===== src/rtl/pa_pkg.sv =====
package pa_pkg;
  typedef enum logic [1:0] {
    EDGE_OFF  = 2'b00,
    EDGE_RISE = 2'b01,
    EDGE_FALL = 2'b10,
    EDGE_BOTH = 2'b11
  } edge_sel_e;

  function automatic logic edge_hit(input logic [1:0] sel, input logic rise, input logic fall);
    logic hit;
    case (edge_sel_e'(sel))
      EDGE_RISE: hit = rise;
      EDGE_FALL: hit = fall;
      EDGE_BOTH: hit = rise | fall;
      default:   hit = 1'b0;
    endcase
    return hit;
  endfunction
endpackage


===== src/rtl/pa_sync_edge.sv =====
module pa_sync_edge #(
  parameter int STAGES = 2
) (
  input  logic clk,
  input  logic rst_n,
  input  logic pin,
  output logic rise,
  output logic fall
);
  logic [STAGES-1:0] sync_q;
  logic              prev_q;

  always_ff @(posedge clk or negedge rst_n) begin
    if (!rst_n) begin
      sync_q <= '0;
      prev_q <= 1'b0;
    end else begin
      sync_q <= {sync_q[STAGES-2:0], pin};
      prev_q <= sync_q[STAGES-1];
    end
  end

  assign rise = sync_q[STAGES-1] & ~prev_q;
  assign fall = ~sync_q[STAGES-1] & prev_q;

  // a detected edge lasts exactly one cycle
  p_rise_single_r2: assert property (@(posedge clk) disable iff (!rst_n) rise |=> !rise);
  p_fall_single_r2: assert property (@(posedge clk) disable iff (!rst_n) fall |=> !fall);
endmodule


===== src/rtl/pa_pair_counter.sv =====
module pa_pair_counter
  import pa_pkg::*;
#(
  parameter int CW = 8
) (
  input  logic          clk,
  input  logic          rst_n,
  input  logic [1:0]    rise,
  input  logic [1:0]    fall,
  input  logic [1:0]    sel_lo,
  input  logic [1:0]    sel_hi,
  input  logic [1:0]    sel_pair,
  input  logic          paired,
  input  logic          sat_en,
  input  logic          queue_mode,
  input  logic          latch_req,
  input  logic [1:0]    rd,
  output logic [CW-1:0] cnt_lo,
  output logic [CW-1:0] cnt_hi,
  output logic [CW-1:0] hold_lo,
  output logic [CW-1:0] hold_hi
);
  localparam int PW = 2 * CW;

  logic          hit_lo, hit_hi;
  logic          xfer_lo, xfer_hi;
  logic [PW-1:0] wide, wide_nxt;
  logic [CW-1:0] lo_nxt, hi_nxt;

  assign hit_lo  = edge_hit(paired ? sel_pair : sel_lo, rise[0], fall[0]);
  assign hit_hi  = edge_hit(sel_hi, rise[1], fall[1]);
  assign xfer_lo = queue_mode ? (paired ? |rd : rd[0]) : latch_req;
  assign xfer_hi = queue_mode ? (paired ? |rd : rd[1]) : latch_req;
  assign wide    = {cnt_hi, cnt_lo};

  always_comb begin
    // joined counter: clear wins, the same-cycle edge restarts it at 1
    if (xfer_lo)                        wide_nxt = PW'(hit_lo);
    else if (hit_lo && !(sat_en && &wide)) wide_nxt = wide + PW'(1);
    else                                wide_nxt = wide;
    // separate counters
    if (xfer_lo)                          lo_nxt = CW'(hit_lo);
    else if (hit_lo && !(sat_en && &cnt_lo)) lo_nxt = cnt_lo + CW'(1);
    else                                  lo_nxt = cnt_lo;
    if (xfer_hi)                          hi_nxt = CW'(hit_hi);
    else if (hit_hi && !(sat_en && &cnt_hi)) hi_nxt = cnt_hi + CW'(1);
    else                                  hi_nxt = cnt_hi;
  end

  always_ff @(posedge clk or negedge rst_n) begin
    if (!rst_n) begin
      cnt_lo  <= '0;
      cnt_hi  <= '0;
      hold_lo <= '0;
      hold_hi <= '0;
    end else begin
      if (paired) {cnt_hi, cnt_lo} <= wide_nxt;
      else begin
        cnt_lo <= lo_nxt;
        cnt_hi <= hi_nxt;
      end
      if (xfer_lo) hold_lo <= cnt_lo;
      if (xfer_hi) hold_hi <= cnt_hi;
    end
  end

  p_step_r3: assert property (@(posedge clk) disable iff (!rst_n)
    !paired && !xfer_lo |=> (cnt_lo == $past(cnt_lo)) || (cnt_lo == $past(cnt_lo) + CW'(1)));
  p_sat_hold_r4: assert property (@(posedge clk) disable iff (!rst_n)
    sat_en && !paired && !xfer_lo && (&cnt_lo) |=> &cnt_lo);
  p_xfer_copy_r5: assert property (@(posedge clk) disable iff (!rst_n)
    xfer_lo |=> hold_lo == $past(cnt_lo));
  p_latch_ignore_r6: assert property (@(posedge clk) disable iff (!rst_n)
    !queue_mode && !latch_req |=> $stable(hold_lo) && $stable(hold_hi));
  p_queue_ignore_r6: assert property (@(posedge clk) disable iff (!rst_n)
    queue_mode && (rd == 2'b00) |=> $stable(hold_lo) && $stable(hold_hi));
  p_carry_only_r7: assert property (@(posedge clk) disable iff (!rst_n)
    paired && !xfer_lo && !hit_lo |=> $stable(cnt_hi) && $stable(cnt_lo));
  p_sat_pair_r8: assert property (@(posedge clk) disable iff (!rst_n)
    sat_en && paired && !xfer_lo && (&{cnt_hi, cnt_lo}) |=> &{cnt_hi, cnt_lo});
  p_pair_both_r9: assert property (@(posedge clk) disable iff (!rst_n)
    paired && queue_mode && (rd != 2'b00) |=> (hold_lo == $past(cnt_lo)) && (hold_hi == $past(cnt_hi)));
  p_restart_r10: assert property (@(posedge clk) disable iff (!rst_n)
    xfer_lo && !paired |=> cnt_lo <= CW'(1));
endmodule


===== src/rtl/pulse_acc_bank.sv =====
module pulse_acc_bank #(
  parameter int NCH         = 4,
  parameter int CW          = 8,
  parameter int SYNC_STAGES = 2
) (
  input  logic              clk,
  input  logic              rst_n,
  input  logic [NCH-1:0]    pin_i,
  input  logic [2*NCH-1:0]  edge_sel_i,
  input  logic [NCH/2-1:0]  pair_en_i,
  input  logic [NCH-1:0]    pair_edge_i,
  input  logic              sat_en_i,
  input  logic              queue_mode_i,
  input  logic              mod_zero_i,
  input  logic              mod_wr_zero_i,
  input  logic              force_latch_i,
  input  logic [NCH-1:0]    cap_rd_i,
  output logic [NCH*CW-1:0] acc_o,
  output logic [NCH*CW-1:0] hold_o
);
  localparam int NPAIR = NCH / 2;

  logic [NCH-1:0] rise, fall;
  logic           latch_req;

  assign latch_req = mod_zero_i | mod_wr_zero_i | force_latch_i;

  for (genvar c = 0; c < NCH; c++) begin : g_chan
    pa_sync_edge #(.STAGES(SYNC_STAGES)) u_sync (
      .clk  (clk),
      .rst_n(rst_n),
      .pin  (pin_i[c]),
      .rise (rise[c]),
      .fall (fall[c])
    );
  end

  for (genvar p = 0; p < NPAIR; p++) begin : g_pair
    pa_pair_counter #(.CW(CW)) u_cnt (
      .clk       (clk),
      .rst_n     (rst_n),
      .rise      (rise[2*p +: 2]),
      .fall      (fall[2*p +: 2]),
      .sel_lo    (edge_sel_i[4*p +: 2]),
      .sel_hi    (edge_sel_i[4*p+2 +: 2]),
      .sel_pair  (pair_edge_i[2*p +: 2]),
      .paired    (pair_en_i[p]),
      .sat_en    (sat_en_i),
      .queue_mode(queue_mode_i),
      .latch_req (latch_req),
      .rd        (cap_rd_i[2*p +: 2]),
      .cnt_lo    (acc_o[(2*p)*CW +: CW]),
      .cnt_hi    (acc_o[(2*p+1)*CW +: CW]),
      .hold_lo   (hold_o[(2*p)*CW +: CW]),
      .hold_hi   (hold_o[(2*p+1)*CW +: CW])
    );
  end

  // nothing is counted or held in the first cycle out of reset
  p_reset_clear_r1: assert property (@(posedge clk) disable iff (!rst_n)
    $rose(rst_n) |-> (acc_o == '0) && (hold_o == '0));
endmodule


===== config.mk =====
export PLATFORM = sky130hd
export DESIGN_NAME = pulse_acc_bank
export DESIGN_NICKNAME = d
export VERILOG_FILES = /design/src/rtl/pa_pkg.sv /design/src/rtl/pa_sync_edge.sv /design/src/rtl/pa_pair_counter.sv /design/src/rtl/pulse_acc_bank.sv
export SDC_FILE = /design/constraint.sdc
export NUM_CORES = 1
export LEC_CHECK = 0
export ABC_CLOCK_PERIOD_IN_PS = 2600
export BUFFER_PORTS_ARGS = -buffer_cell sky130_fd_sc_hd__buf_2
export CAP_MARGIN = 15
export CORE_UTILIZATION = 54
export DETAILED_ROUTE_END_ITERATION = 16
export PLACE_DENSITY = 0.8
export SYNTH_ARGS = -nofsm -noshare
export SYNTH_HDL_FRONTEND = slang
export SYNTH_SLANG_ARGS = --single-unit

===== constraint.sdc =====
create_clock -name clk -period 2.6 [get_ports clk]
set_clock_uncertainty 0.15 [all_clocks]
set_input_delay 0.26 -clock clk [delete_from_list [all_inputs] [get_ports clk]]
set_output_delay 0.26 -clock clk [all_outputs]
set_load 0.1 [all_outputs]

==> results of run 1 <==
## area by class of cell
type / instances / area [um^2] / share of cell area
flip-flops and latches: 76 / 1910 / 0.396
clock buffers: 10 / 128 / 0.0265
multi-input cells: 298 / 1930 / 0.401
inverters: 20 / 75.1 / 0.0156
well taps: 96 / 120 / 0.0249
clock inverters: 5 / 78.8 / 0.0164
repair buffers: 105 / 573 / 0.119
## synth_stat cells, types with 5 or more instances
cell | count | area share
sky130_fd_sc_hd__dfrtp_1 | 76 | 0.48
sky130_fd_sc_hd__nand2_1 | 71 | 0.067
sky130_fd_sc_hd__o21ai_0 | 35 | 0.044
sky130_fd_sc_hd__nor2_1 | 22 | 0.021
sky130_fd_sc_hd__inv_1 | 20 | 0.019
sky130_fd_sc_hd__a21oi_1 | 15 | 0.019
sky130_fd_sc_hd__mux2_2 | 15 | 0.042
sky130_fd_sc_hd__ha_1 | 12 | 0.038
sky130_fd_sc_hd__nand3_1 | 10 | 0.013
sky130_fd_sc_hd__nand4_1 | 10 | 0.016
sky130_fd_sc_hd__a31oi_1 | 7 | 0.011
sky130_fd_sc_hd__nor2b_1 | 7 | 0.011
sky130_fd_sc_hd__o31ai_1 | 7 | 0.013
sky130_fd_sc_hd__mux2i_1 | 6 | 0.015
sky130_fd_sc_hd__xor2_1 | 6 | 0.013
sky130_fd_sc_hd__and3_1 | 5 | 0.0078
sky130_fd_sc_hd__o211ai_1 | 5 | 0.0094
sky130_fd_sc_hd__o22a_1 | 5 | 0.011
## registers in the layout, summed over array words and instances (netlist names)
register and count:
g_pair.u_cnt.cnt_hi 16, g_chan.u_sync.prev_q 4, g_pair.u_cnt.cnt_lo 16, g_pair.u_cnt.hold_lo 16, g_pair.u_cnt.hold_hi 16, g_chan.u_sync.sync_q 8
## per-layer routing
| metal | part of all wire | up-vias | global-route usage |
|---|---|---|---|
| li1 | - | 1670 | - |
| met1 | 0.44 | 1671 | 0.299 |
| met2 | 0.50 | 94 | 0.414 |
| met3 | 0.045 | 11 | 0.0481 |
| met4 | 0.014 | 0 | 0.101 |
| met5 | 0 | - | 0 |
## timing repair
item / 4_1_cts / 5_1_grt
endpoints found under the setup margin: 0 / 0
endpoints found under the hold margin: 56 / 0
hold buffers: 5 / 0
## cell families after synthesis
family,synth area share
flops,0.476
buf+inv,0.0398
simple gates,0.179
fa+ha+maj,0.0376
mux,0.0611
xor+xnor,0.0153
compound gates,0.191
## report_power, final
part           switching [mW]  internal (mW)  total (mW)
combinational           0.438          0.134       0.572
clock                   0.428          0.534       0.961
sequential             0.0423           1.23        1.27
total                   0.908           1.89        2.80
## how the worst max path moves through the flow
stage,start,end,depth (start not counted)
after floorplan,g_pair[1].u_cnt.cnt_lo[3],g_pair[1].u_cnt.cnt_hi[7],8
after global placement,g_pair[1].u_cnt.cnt_lo[0],g_pair[1].u_cnt.cnt_hi[7],7
after detailed placement,g_pair[1].u_cnt.cnt_lo[0],g_pair[1].u_cnt.cnt_hi[7],7
after CTS,g_pair[1].u_cnt.cnt_lo[0],g_pair[1].u_cnt.cnt_hi[7],7
after global routing,g_chan[3].u_sync.prev_q,g_pair[1].u_cnt.cnt_hi[7],8
final,g_pair[1].u_cnt.cnt_lo[0],g_pair[1].u_cnt.cnt_hi[7],7
## stage by stage
step / hold WS (ns) / power [mW] / setup WS (ns)
3_3_place_gp: 0.183 / 1.84 / 0.365
2_1_floorplan: -0.186 / 1.72 / 0.0287
5_1_grt: 0.210 / 2.91 / 0.108
6_report: 0.202 / 2.80 / 0.272
4_1_cts: 0.204 / 2.82 / 0.277
3_5_place_dp: 0.186 / 1.86 / 0.302
==> results list, run 1 <==
- Run status: finished, final reports clean
- Subtracting the final worst setup slack from the clock period gives 2.33 ns.
* Gpl congestion: 0.831
- Grt ovf: 0
- When the netlist entered floorplanning its net count stood at 447.
- Clock root buffer: sky130_fd_sc_hd__clkbuf_8
- The count of cells in the finished layout, fillers not included, comes to between 600 and 700.
* Power per cell area: slightly below 600 nW/um^2
- Routed wire length: 8.88 mm
* Cell area after placement: between 4000 and 5000 um^2
- Row cnt: 30
- Routed length per placed instance: between 10 and 15 um
- Kind of critical path: reg2reg
- Seq/Total Area, Yosys: 0.476
* Number of inserted filler cells in the final layout: roughly 570
- Ratio of cells with drive above 1 in the final layout: 0.294
* Worst slew margin: 0.370
- Area of all placed cells without fillers: between 4000 and 5000 um^2
- Library cell contributing the largest single delay on the critical path: sky130_fd_sc_hd__dfrtp_2
- Min-Delay Startpoint: g_chan[1].u_sync.sync_q[0]
- Number of antenna violations at the first check in global routing: 0
- Cells along the critical path: ha_1 -> and3_1 -> nor2b_1 -> or3b_1 -> o211ai_2 -> or3b_1 -> o31ai_2
- The H-tree was split into 3 levels.
- R2r startpoint: g_pair[1].u_cnt.cnt_lo[0]
* CTS tree: yes
- # IOs: 93
- For the worst setup path, the data arrival time is between 2 and 2.5 ns.
- Setup fix buffers added after clock tree synthesis: 0
- Synthesis produced a netlist whose cell count is between 400 and 500.
- For this run, the detailed router's first-pass iteration total came to 4.
- For this run, the post-layout net count is between 500 and 600.
- After legalization and detailed placement, the total HPWL measured ~6.4 mm.
- Number of stages on the worst hold path: 0
* Actual transition at the worst max-transition pin: between 0.9 and 1 ns
* IO Port Bufs: about 90
* Maximum clock frequency: between 400 and 500 MHz
- Final hold violations: 0
* Maximum number of pins on one net before global-route repair: 55
* Period Utilization, post-route: 0.895
- CTS saw between 70 and 80 sinks.
- For this run, the number of Yosys warnings is 0.
- Endpoint kind of the worst setup timing path: register
* Placeable Area: around 7000 um^2
* Average vias per placed instance: roughly 5.6
* Floorplan die area: 7750 um^2
* Synthesis-to-layout area growth: 20.6%
* Maximum count of clock buffers along a single path: 2
- Clock slew at reported path FFs: approximately 0.080 ns
- The number of antenna diodes in the final layout is 0.
- In this run, synthesis produced a sequential element count of 76.
* Commonest non-fill, non-tap cell in the layout: sky130_fd_sc_hd__buf_2
- For this design the static power due to leakage is roughly 2.5 nW.
* Synth cell types: 63
- FFs w/ async S/R, synth: 1.00
* Clk Latency, worst-skew pair: around 0.36 ns
* Kind of cell with the highest combined delay on the critical path: simple AND/OR/NAND/NOR gates
* End of the worst register-to-register path: g_pair[1].u_cnt.cnt_hi[7]
* Cell depth of the worst flop-to-flop path: 7
- The tool flagged a number of max-cap violations equal to 0.
- In this run the vertical extent of the chip is between 80 and 90 um.
- Cell occurring most often along the worst timing path: sky130_fd_sc_hd__or3b_1
- Initial standard-cell utilization of the core: 0.572
- RSZ-0062 raised after global routing: false
* Number of antenna-violating nets in the routed design: 0
- Total negative slack for setup checks: 0 ns
- Once placement completed, the tool counted placed cells totaling between 500 and 600.
- Worst IR Drop VDD: 0.389 mV
- Terminating pin of the worst hold path: g_chan[1].u_sync.sync_q[1]
- Number of CTS-inserted buffers: 9
- Setup slack, reg-to-reg: between 0.2 and 0.3 ns
* Horizontal die dimension: just under 90 um
* Most frequent cells in the layout: sky130_fd_sc_hd__buf_2, sky130_fd_sc_hd__nand2_1, sky130_fd_sc_hd__dfrtp_1
- The number of buffers and inverters on the critical path is 0.
- For this run, the share of the core covered by cells in the final layout is 0.690.
- Delay of the slowest cell on the worst path: about 0.45 ns
- Number of failing setup endpoints in the final timing report: 0
* # DRC: 0
- Top FF cell, synth: sky130_fd_sc_hd__dfrtp_1
- Category of the worst setup path launch point: register
- CTS-repair resized insts: 0
- Per-instance average area after synthesis: 9.84 um^2
* Worst min path class: reg2reg
- For this block, the via count after detailed routing is roughly 3.4k.
* Largest driver fanout on the critical path: 12
* GRT Total Usage: 0.242
- Critical path data required time: 2.71 ns
* Summed instance area of the synthesized netlist: between 3000 and 4000 um^2
- Number of synthesized flops with an enable pin: 0
* Count of final max-slew check failures: 0
- Wire length of the first global-routing pass: between 10 and 15 mm
* Number of global-route vias before repair: between 3k and 4k
* Detailed Route Iter0 Violations: 140
Note: power is estimated with default switching activity, not from simulation.
==> run 2: changes to the inputs <==
--- a/config.mk
+++ b/config.mk
@@ -9,6 +9,7 @@
 export BUFFER_PORTS_ARGS = -buffer_cell sky130_fd_sc_hd__buf_2
 export CAP_MARGIN = 15
 export CORE_UTILIZATION = 54
+export CTS_BUF_LIST = sky130_fd_sc_hd__clkbuf_16
 export DETAILED_ROUTE_END_ITERATION = 16
 export PLACE_DENSITY = 0.8
 export SYNTH_ARGS = -nofsm -noshare
==> run 2 against run 1 <==
Net effect: global-route usage is 0.41 points higher; register-to-register slack hardly changed; cell area is 2.1% higher; first-iteration DRC count is 3.6% lower; utilization is 1.5 points higher; via count is 0.12% higher; combinational power hardly changed; count of clock-buffer cells in the layout is 1 lower; worst setup slack better by 0.0025 ns; die area stayed put; sequential share of layout area is 0.82 points lower; flip-flop and latch count stayed put.
==> results list, run 2 (synthesized netlist as in run 1, its figures left out) <==
- Max-cap check violation count: 0 (unchanged)
- Kind of critical path: reg2reg
- Largest driver fanout on the critical path: 12 (unchanged)
* Number of failing setup endpoints in the final timing report: 0 (unchanged)
- The count of standard-cell rows was 30 (unchanged).
- End of the worst register-to-register path: g_pair[1].u_cnt.cnt_hi[7]
* Clock root buffer: sky130_fd_sc_hd__clkbuf_16
- Synthesis-to-layout area growth: 23.2%
- The portion of the clock cycle consumed by the worst path in the final layout was 0.895 (-0.000968).
* Number of hold buffers added after CTS: 5 (unchanged)
- The HPWL reported at the end of detailed placement was 6.43 mm (unchanged).
- Number of global-route vias before repair: 3,258 (+2.1%)
- Setup fix buffers added after clock tree synthesis: 0 (unchanged)
* Non-filler cells, final: 610 (unchanged)
- Category of the worst setup path launch point: register
* Wire length of the first global-routing pass: 14.6 mm (+1.5%)
- Final setup slack of the worst path: 0.274 ns (+0.00252 ns)
- The average routed wire per standard cell is 14.7 um (+0.75%).
- The leakage power was 2.59 nW (+2.0%).
- The worst setup path is captured at a register.
- The sink count of the clock tree is 76 (unchanged).
- Vias post-DR: 3,450 (+0.12%)
* Total power consumption of the routed design: 3.13 mW (+12%)
* CTS tree: yes
* Total negative slack for setup checks: 0 ns (unchanged)
- Number of antenna violations at the first check in global routing: 0 (unchanged)
- Placeable Area: 6980 um^2 (unchanged)
- The clock latency at the later pin of the worst-skew pair was 0.34 ns (-0.02 ns).
* Min-Delay Startpoint: g_chan[1].u_sync.sync_q[0]
- Routed wire length: 8.95 mm (+0.75%)
- The layout filler cell count was 554 (-2.1%).
- GRT Total Usage: 0.246 (+0.00408)
* Terminating pin of the worst hold path: g_chan[1].u_sync.sync_q[1]
* Worst IR Drop VDD: 0.453 mV (+16%)
- Post-route minimum period: 2.33 ns (-0.00252 ns)
* Horizontal die dimension: 88.0 um (unchanged)
- The slack of the worst reg-to-reg path was 0.27 ns (about the same).
* IO Port Bufs: 92 (unchanged)
* # IOs: 93 (unchanged)
- The worst hold path belongs to the class reg2reg.
- Commonest non-fill, non-tap cell in the layout: sky130_fd_sc_hd__buf_2
* Worst slew margin: 0.371 (about the same)
- The quantity of gates resized following cts is 0 (unchanged).
- Final hold violations: 0 (unchanged)
- The final design utilization was 0.705 (+0.0145).
- Power per cell area: 637 nW/um^2 (+9.6%)
- Floorplan die area: 7750 um^2 (unchanged)
* Critical path data required time: 2.69 ns (-0.02 ns)
- The number of antenna cells inserted was 0 (unchanged).
* Cell depth of the worst flop-to-flop path: 7 (unchanged)
- The starting utilization of the core area was 0.572 (unchanged).
- The number of max-slew violations in the final report was 0 (unchanged).
- Final layout net count: 551 (unchanged)
- The maximum achievable frequency is 430 MHz (+0.11%).
- The TritonCTS buffer count was 9 (unchanged).
- R2r startpoint: g_pair[1].u_cnt.cnt_lo[0]
- The per-cell via count in the routed design was 5.66 (+0.12%).
* Ratio of cells with drive above 1 in the final layout: 0.294 (unchanged)
- The residual overflow from global routing is 0 (unchanged).
- Post-placement cell count: 590 (unchanged)
- RSZ-0062 raised after global routing: false
- The library cells used most frequently in the layout, excluding fill and tap cells, are sky130_fd_sc_hd__buf_2, sky130_fd_sc_hd__nand2_1, sky130_fd_sc_hd__dfrtp_1.
* Clock slew at reported path FFs: 0.06 ns (-0.02 ns)
- Height of the die: 88.0 um (unchanged)
- The data arrival at the endpoint of the critical path came to 2.42 ns (-0.02 ns).
- The final antenna-violating net count was 0 (unchanged).
* # DRC: 0 (unchanged)
- The flow ran to the end, and the final reports show no timing, DRC or antenna violations.
* Gpl congestion: 0.831 (unchanged)
- The worst hold path cell count is 0 (unchanged).
* Initial DRT Pass Iterations: 4 (unchanged)
- Maximum count of clock buffers along a single path: 2 (unchanged)
- The pre-CTS worst setup slack is 0.302 ns (unchanged).
- The transition time at the pin with the least slew margin came to 0.940 ns (-0.000276 ns).
- The CTS H-tree depth was 3 (unchanged).
- Detailed Route Iter0 Violations: 135 (-3.6%)
- Maximum number of pins on one net before global-route repair: 55 (unchanged)
[run 2: power by group]
group / switching, mW / internal, mW / leakage [nW]
combinational: 0.439 / 0.134 / 1.42
clock: 0.462 / 0.828 / 0.156
sequential: 0.0425 / 1.23 / 1.01
[run 2: worst max-delay path, cell delays in order (launching register included)]
cell and delay, ns:
sky130_fd_sc_hd__dfrtp_2 0.45, sky130_fd_sc_hd__ha_1 0.23, sky130_fd_sc_hd__and3_1 0.22, sky130_fd_sc_hd__nor2b_1 0.15, sky130_fd_sc_hd__or3b_1 0.17, sky130_fd_sc_hd__o211ai_2 0.21
sky130_fd_sc_hd__or3b_1 0.45, sky130_fd_sc_hd__o31ai_2 0.19
[run 2: worst max-delay path by stage]
stage / slack (ns) / start / to / depth (start not counted)
global route: 0.11 / g_chan[3].u_sync.prev_q / g_pair[1].u_cnt.cnt_hi[7] / 8
finish: 0.27 / g_pair[1].u_cnt.cnt_lo[0] / g_pair[1].u_cnt.cnt_hi[7] / 7
global placement: 0.37 / g_pair[1].u_cnt.cnt_lo[0] / g_pair[1].u_cnt.cnt_hi[7] / 7
CTS: 0.28 / g_pair[1].u_cnt.cnt_lo[0] / g_pair[1].u_cnt.cnt_hi[7] / 7
detailed placement: 0.30 / g_pair[1].u_cnt.cnt_lo[0] / g_pair[1].u_cnt.cnt_hi[7] / 7
floorplan: 0.03 / g_pair[1].u_cnt.cnt_lo[3] / g_pair[1].u_cnt.cnt_hi[7] / 8
[run 2: metrics by stage]
stage               hold slack [ns]  area [um^2]
floorplan                    -0.186         4000
global placement              0.183         4560
detailed placement            0.186         4560
CTS                           0.199         4920
global route                  0.205         4920
finish                        0.197         4920
[run 2: layer usage]
metal,GRT usage,share of wire,up-vias
met3,0.0518,0.050,15
met1,0.296,0.42,1655
met4,0.0997,0.016,0
li1,-,-,1670
met5,0,0,-
met2,0.431,0.51,110
[run 2: cell type report]
cell class              instances  area, um^2  area share
multi-input cells             298        1930       0.393
flip-flops and latches         76        1910       0.388
repair buffers                105         573       0.116
clock buffers                   9         225      0.0458
well taps                      96         120      0.0244
clock inverters                 6        82.6      0.0168
inverters                      20        75.1      0.0153
